`src/rtl/kobs_pkg.sv`:
```
package kobs_pkg;

    // Ideal reference function applied to all source bits
    typedef enum logic [1:0] {
        FN_AND = 2'd0,
        FN_OR  = 2'd1,
        FN_XOR = 2'd2
    } ref_fn_e;

    // Observation controller states
    typedef enum logic {
        ST_PRIME   = 1'b0,
        ST_OBSERVE = 1'b1
    } obs_state_e;

    localparam int SAMPLE_W = 16;

endpackage

```
`src/rtl/kobs_src.sv`:
```
module kobs_src #(
    parameter logic [15:0] SEED = 16'hACE1
) (
    input  logic        clk,
    input  logic        rst_n,
    input  logic        draw,
    input  logic [15:0] thresh,
    output logic        bit_q
);

    logic [15:0] lfsr_q;
    logic [15:0] lfsr_d;

    // Galois LFSR, maximal length, never reaches zero
    always_comb begin
        lfsr_d = {1'b0, lfsr_q[15:1]};
        if (lfsr_q[0]) begin
            lfsr_d = lfsr_d ^ 16'hB400;
        end
    end

    always_ff @(posedge clk or negedge rst_n) begin
        if (!rst_n) begin
            lfsr_q <= SEED;
            bit_q  <= 1'b0;
        end else begin
            lfsr_q <= lfsr_d;
            if (draw) begin
                bit_q <= (lfsr_q <= thresh);
            end
        end
    end

    // Source value only moves at a period boundary
    assert_hold_R2: assert property (@(posedge clk) disable iff (!rst_n)
        !draw |=> $stable(bit_q));

endmodule

```
`src/rtl/kobs_ref.sv`:
```
module kobs_ref
    import kobs_pkg::*;
#(
    parameter int      N  = 3,
    parameter ref_fn_e FN = FN_XOR
) (
    input  logic [N-1:0] v,
    output logic         y
);

    generate
        if (FN == FN_AND) begin : g_and
            assign y = &v;
        end else if (FN == FN_OR) begin : g_or
            assign y = |v;
        end else begin : g_xor
            assign y = ^v;
        end
    endgenerate

endmodule

```
`src/rtl/kobs_satcnt.sv`:
```
module kobs_satcnt #(
    parameter int W = 32
) (
    input  logic         clk,
    input  logic         rst_n,
    input  logic         clr,
    input  logic         inc,
    output logic [W-1:0] cnt
);

    localparam logic [W-1:0] CMAX = '1;

    always_ff @(posedge clk or negedge rst_n) begin
        if (!rst_n) begin
            cnt <= '0;
        end else if (clr) begin
            cnt <= '0;
        end else if (inc && (cnt != CMAX)) begin
            cnt <= cnt + W'(1);
        end
    end

    assert_clear_R10: assert property (@(posedge clk) disable iff (!rst_n)
        clr |=> (cnt == '0));

    assert_no_overflow_R9: assert property (@(posedge clk) disable iff (!rst_n)
        (cnt == CMAX && !clr) |=> (cnt == CMAX));

endmodule

```
`src/rtl/kobs_correctness_counter.sv`:
```
module kobs_correctness_counter
    import kobs_pkg::*;
#(
    parameter int          N_SRC     = 3,
    parameter int          PER_W     = 16,
    parameter int          CNT_W     = 32,
    parameter ref_fn_e     FN        = FN_XOR,
    parameter logic [15:0] SEED_BASE = 16'hACE1
) (
    input  logic             clk,
    input  logic             rst_n,
    input  logic             sclr,
    input  logic [PER_W-1:0] cfg_period,
    input  logic [15:0]      cfg_thresh,
    input  logic             obs_y,
    output logic [N_SRC-1:0] src_bits,
    output logic [CNT_W-1:0] match_cnt,
    output logic [CNT_W-1:0] obs_cnt
);

    logic [PER_W-1:0] phase_q;
    logic [PER_W-1:0] last_phase;
    logic             tick;
    logic             ref_y;
    logic             obs_inc;
    logic             match_inc;
    obs_state_e       state_q;
    obs_state_e       state_d;

    // Period phase: a zero period behaves as one
    assign last_phase = (cfg_period == '0) ? '0 : (cfg_period - PER_W'(1));
    assign tick       = (phase_q >= last_phase);

    always_ff @(posedge clk or negedge rst_n) begin
        if (!rst_n) begin
            phase_q <= '0;
        end else if (tick) begin
            phase_q <= '0;
        end else begin
            phase_q <= phase_q + PER_W'(1);
        end
    end

    // State register
    always_ff @(posedge clk or negedge rst_n) begin
        if (!rst_n) begin
            state_q <= ST_PRIME;
        end else begin
            state_q <= state_d;
        end
    end

    // Next state: PRIME_TO_OBSERVE on the first boundary
    always_comb begin
        state_d = state_q;
        unique case (state_q)
            ST_PRIME:   if (tick) state_d = ST_OBSERVE;
            ST_OBSERVE: state_d = ST_OBSERVE;
            default:    state_d = ST_PRIME;
        endcase
    end

    // Outputs of the controller
    always_comb begin
        obs_inc   = 1'b0;
        match_inc = 1'b0;
        unique case (state_q)
            ST_PRIME: begin
                obs_inc   = 1'b0;
                match_inc = 1'b0;
            end
            ST_OBSERVE: begin
                obs_inc   = tick;
                match_inc = tick && (obs_y == ref_y);
            end
            default: begin
                obs_inc   = 1'b0;
                match_inc = 1'b0;
            end
        endcase
    end

    // Random sources, one per input of the observed circuit
    generate
        for (genvar i = 0; i < N_SRC; i++) begin : g_src
            localparam int          MIX  = (i * 15643) % 32768;
            localparam logic [15:0] SEED = {SEED_BASE[15:1] ^ 15'(MIX), 1'b1};
            kobs_src #(
                .SEED (SEED)
            ) u_src (
                .clk    (clk),
                .rst_n  (rst_n),
                .draw   (tick),
                .thresh (cfg_thresh),
                .bit_q  (src_bits[i])
            );
        end
    endgenerate

    // The sources still hold the ending period's draw at the boundary
    kobs_ref #(
        .N  (N_SRC),
        .FN (FN)
    ) u_ref (
        .v (src_bits),
        .y (ref_y)
    );

    kobs_satcnt #(
        .W (CNT_W)
    ) u_obs_cnt (
        .clk   (clk),
        .rst_n (rst_n),
        .clr   (sclr),
        .inc   (obs_inc),
        .cnt   (obs_cnt)
    );

    kobs_satcnt #(
        .W (CNT_W)
    ) u_match_cnt (
        .clk   (clk),
        .rst_n (rst_n),
        .clr   (sclr),
        .inc   (match_inc),
        .cnt   (match_cnt)
    );

    assert_match_le_obs_R6: assert property (@(posedge clk) disable iff (!rst_n)
        match_cnt <= obs_cnt);

    assert_prime_skip_R4: assert property (@(posedge clk) disable iff (!rst_n)
        (state_q == ST_PRIME && !sclr) |=> $stable(obs_cnt));

endmodule

```
`config.mk`:
```
export PLATFORM = sky130hd
export DESIGN_NAME = kobs_correctness_counter
export DESIGN_NICKNAME = d
export VERILOG_FILES = /design/src/rtl/kobs_pkg.sv /design/src/rtl/kobs_src.sv /design/src/rtl/kobs_ref.sv /design/src/rtl/kobs_satcnt.sv /design/src/rtl/kobs_correctness_counter.sv
export SDC_FILE = /design/constraint.sdc
export NUM_CORES = 1
export LEC_CHECK = 0
export BUFFER_PORTS_ARGS = -buffer_cell sky130_fd_sc_hd__buf_4
export CORE_ASPECT_RATIO = 1.4
export CORE_UTILIZATION = 45
export DETAILED_ROUTE_END_ITERATION = 7
export PLACE_DENSITY_LB_ADDON = 0.25
export SYNTH_ARGS = -nofsm -noshare
export SYNTH_HDL_FRONTEND = slang
export SYNTH_SLANG_ARGS = --single-unit
export TNS_END_PERCENT = 10
```
`constraint.sdc`:
```
create_clock -name clk -period 2.7 [get_ports clk]
set_input_delay 0.54 -clock clk [delete_from_list [all_inputs] [get_ports clk]]
set_output_delay 0.54 -clock clk [all_outputs]
set_load 0.005 [all_outputs]
```
==> flow_metrics.env <==
export IMPL_wl_per_cell_um=15.6
export IMPL_async_reset_ff_share_pct=100
export IMPL_ys_flop_type="dfrtp_1"
export IMPL_area_delta_synth_final_pct=31.4
export IMPL_drtPass1Iterations=4
export IMPL_r2r_worst_path_cells=9
export IMPL_syn_area_per_cell_um2=9.78
export IMPL_ios=103
export IMPL_dp_hpwl_mm=13.1
export IMPL_grt_pass1_wl_mm=30.9
export IMPL_diodes=0
export IMPL_hold_buffers=0
export IMPL_drt_total_wl_mm=18.7
export IMPL_final_util_pct=61.0
export IMPL_grt_pass1_vias=6488
export IMPL_worstPathRequired_ns=3.01
export IMPL_ys_types=63
export IMPL_reg2reg_slack_ns=0.06
export IMPL_gp_congestion=0.816
export IMPL_setup_ws_ns=-0.952
export IMPL_drcViolationCount=0
export IMPL_hold_violations=0
export IMPL_status="finished, violations left"
export IMPL_rsz0062_at_grt="true"
export IMPL_ant_nets=0
export IMPL_vias=6610
export IMPL_cts_buffer_depth=2
export IMPL_pwr_density_cell_mw_per_mm2=471
export IMPL_worst_pin_slew_ns=0.653
export IMPL_syn_nets=907
export IMPL_worst_slew_margin_rel_pct=56.4
export IMPL_slew_violations=0
export IMPL_grt_max_degree=64
export IMPL_synth_warnings=0
export IMPL_drive_above_1_share_pct=33.5
export IMPL_synth_edf_count=0
export IMPL_synth_seq_area_share_pct=42.5
export IMPL_r2r_start="phase_q[10]"
export IMPL_finalCritPeriodShare_pct=135
export IMPL_grt_use_total_pct=21.6
export IMPL_rows=56
export IMPL_arrival_ns=3.96
export IMPL_endpoint_kind="register"
export IMPL_drv_cap=0
export IMPL_ys_ff_latch=132
export IMPL_cp_max_fo=37
export IMPL_die_area_mm2=0.0180
export IMPL_violations="negative setup slack"
export IMPL_cts_sinks=132
export IMPL_dpl_worst_slack_ns=-1.43
export IMPL_clk_pin_slew_worst_paths_ns=0.06
export IMPL_p_leak_nw=4.62
export IMPL_drtIter0Drc=403
export IMPL_fillers=1428
export IMPL_crit_type="in2reg"
export IMPL_r2r_end="u_match_cnt.cnt[5]"
export IMPL_finalCriticalPeriod_ns=3.65
export IMPL_root_buffer="clkbuf_16"
export IMPL_insertion_delay_ns=0.42
export IMPL_routed_via_density=5.54
export IMPL_h_tree_depth=4
export IMPL_overflow=0
export IMPL_numCtsBuffers=17
export IMPL_core_mm2=0.0169
export IMPL_setup_viol=84
export IMPL_die_w_um=114
export IMPL_final_net_count=1054
export IMPL_fin_skew_ns=0.00763
export IMPL_tritoncts="done"
export IMPL_worstSetupStartpointType="input port"
export IMPL_initial_core_util_pct=46.5
export IMPL_syn_inst=802
export IMPL_antenna_found_initial=0
export IMPL_max_freq_ghz=0.274
export IMPL_syn_area_mm2=0.00785
export IMPL_port_buffers=102
export IMPL_finalPower_w=0.00486
export IMPL_vdd_ir_drop_max_uv=348
export IMPL_hold_path_class="in2async"
export IMPL_fp_dieH_um=158
registers in the layout (all words and copies together) (netlist names):
register,cells
g_src.u_src.bit_q,3
phase_q,16
state_q,1
u_match_cnt.cnt,32
g_src.u_src.lfsr_q,48
u_obs_cnt.cnt,32
worst max-delay path: stages:
cell and delay (ns):
buf_6 0.09, or4_4 0.57, nor4_4 0.18, nor2b_4 0.21
nand3_2 0.08, xnor2_1 0.14, nand2_1 0.10, ha_4 0.28
and4_4 0.23, nand2_2 0.07, o311ai_4 0.36, buf_6 0.16
o211ai_4 0.10, buf_12 0.20, nor4_2 0.29, mux2_2 0.36
placed cells by master (no fill, tap or decap), types with 15 or more instances in the layout:
cell / count
or4_1: 29
inv_1: 40
nor2_1: 55
nand2_1: 48
o21ai_0: 15
buf_4: 147
o31ai_1: 34
dfrtp_1: 106
xor2_1: 21
dfstp_2: 26
a21oi_1: 43
clkbuf_16: 17
a21oi_2: 20
nand4_1: 19
nand3_1: 39
ha_1: 63
nor2b_1: 18
cell usage after synthesis (all sizes together), types with 5 or more instances:
master	count	share of area, %
o21ai	19	1.3
mux2	18	2.6
clkbuf	13	0.62
nor2b	20	1.6
nand4	20	1.7
nor4b	5	0.56
a21oi	63	4.0
or4	36	3.4
nand3	40	2.6
and4	9	1.1
nand2	54	2.6
nor3	16	1.0
nor4	16	1.4
ha	69	11
nor2	57	2.7
o31ai	34	3.3
or3	13	1.0
buf	23	1.8
dfstp	26	8.7
inv	41	2.0
a21o	6	0.57
and3	12	0.96
o21a	9	0.86
xnor2	14	1.6
dfrtp	106	34
xor2	21	2.3
routing by layer:
metal | vias to the layer above | global-route usage (%) | share of wire [%]
li1 | 3249 | - | -
met1 | 3213 | 25.9 | 43
met2 | 114 | 38.3 | 52
met3 | 34 | 3.71 | 2.9
met4 | 0 | 8.71 | 2.5
met5 | - | 0 | 0
cell type report:
| class | instances | area, um2 | area share, % |
|---|---|---|---|
| multi-input combinational | 593 | 4600 | 44.6 |
| clock inverter | 14 | 126 | 1.23 |
| tap | 232 | 290 | 2.82 |
| sequential | 132 | 3340 | 32.4 |
| clock buffer | 18 | 439 | 4.26 |
| timing repair buffer | 164 | 1360 | 13.2 |
| inverter | 41 | 154 | 1.49 |
logic make-up (layout without fill, tap and decap cells):
family / after synthesis / count (layout) / synth area share [%]
buffers and inverters: 77 / 237 / 4.39
AO/OA/AOI/OAI: 154 / 154 / 13.1
multiplexers: 19 / 19 / 2.71
AND/OR/NAND/NOR: 316 / 316 / 22.4
adder cells (fa/ha/maj): 69 / 69 / 11.0
XOR/XNOR: 35 / 35 / 3.91
flip-flops: 132 / 132 / 42.5
where the power goes:
group / total, W / leakage [nW] / internal [W] / switching, W
sequential: 0.00209 / 1.73 / 0.00203 / 0.0000612
combinational: 0.000541 / 2.62 / 0.000265 / 0.000276
clock: 0.00222 / 0.273 / 0.00130 / 0.000924
total: 0.00486 / 4.62 / 0.00359 / 0.00126
worst max path at each step:
| stage | from | slack (ns) | cells after the start | end |
|---|---|---|---|---|
| floorplan | cfg_period[9] | -1.03 | 13 | u_obs_cnt.cnt[3] |
| global placement | cfg_period[9] | -1.36 | 16 | u_match_cnt.cnt[18] |
| detailed placement | cfg_period[9] | -1.43 | 16 | u_obs_cnt.cnt[14] |
| CTS | cfg_period[9] | -0.88 | 17 | u_match_cnt.cnt[18] |
| global route | cfg_period[9] | -1.13 | 18 | u_obs_cnt.cnt[26] |
| finish | cfg_period[9] | -0.95 | 16 | u_match_cnt.cnt[5] |
through the flow:
stage | TNS (ns) | instances | hold slack (ns) | cell area, um2
2_1_floorplan | -76.42 | 802 | 0.244 | 8000
3_3_place_gp | -100.76 | 1154 | 0.358 | 9300
3_5_place_dp | -103.58 | 1154 | 0.358 | 9300
4_1_cts | -57.98 | 1194 | 0.122 | 10100
5_1_grt | -78.92 | 1194 | 0.144 | 10300
6_report | -64.27 | 1194 | 0.114 | 10300
timing repair:
action	in CTS	in global routing
setup endpoints to repair	84	84
resized for setup	35	42
setup buffers	6	1
hold endpoints to repair	0	0
gates cloned	2	0
pin swaps	59	10
Note: power is estimated with default switching activity, not from simulation.
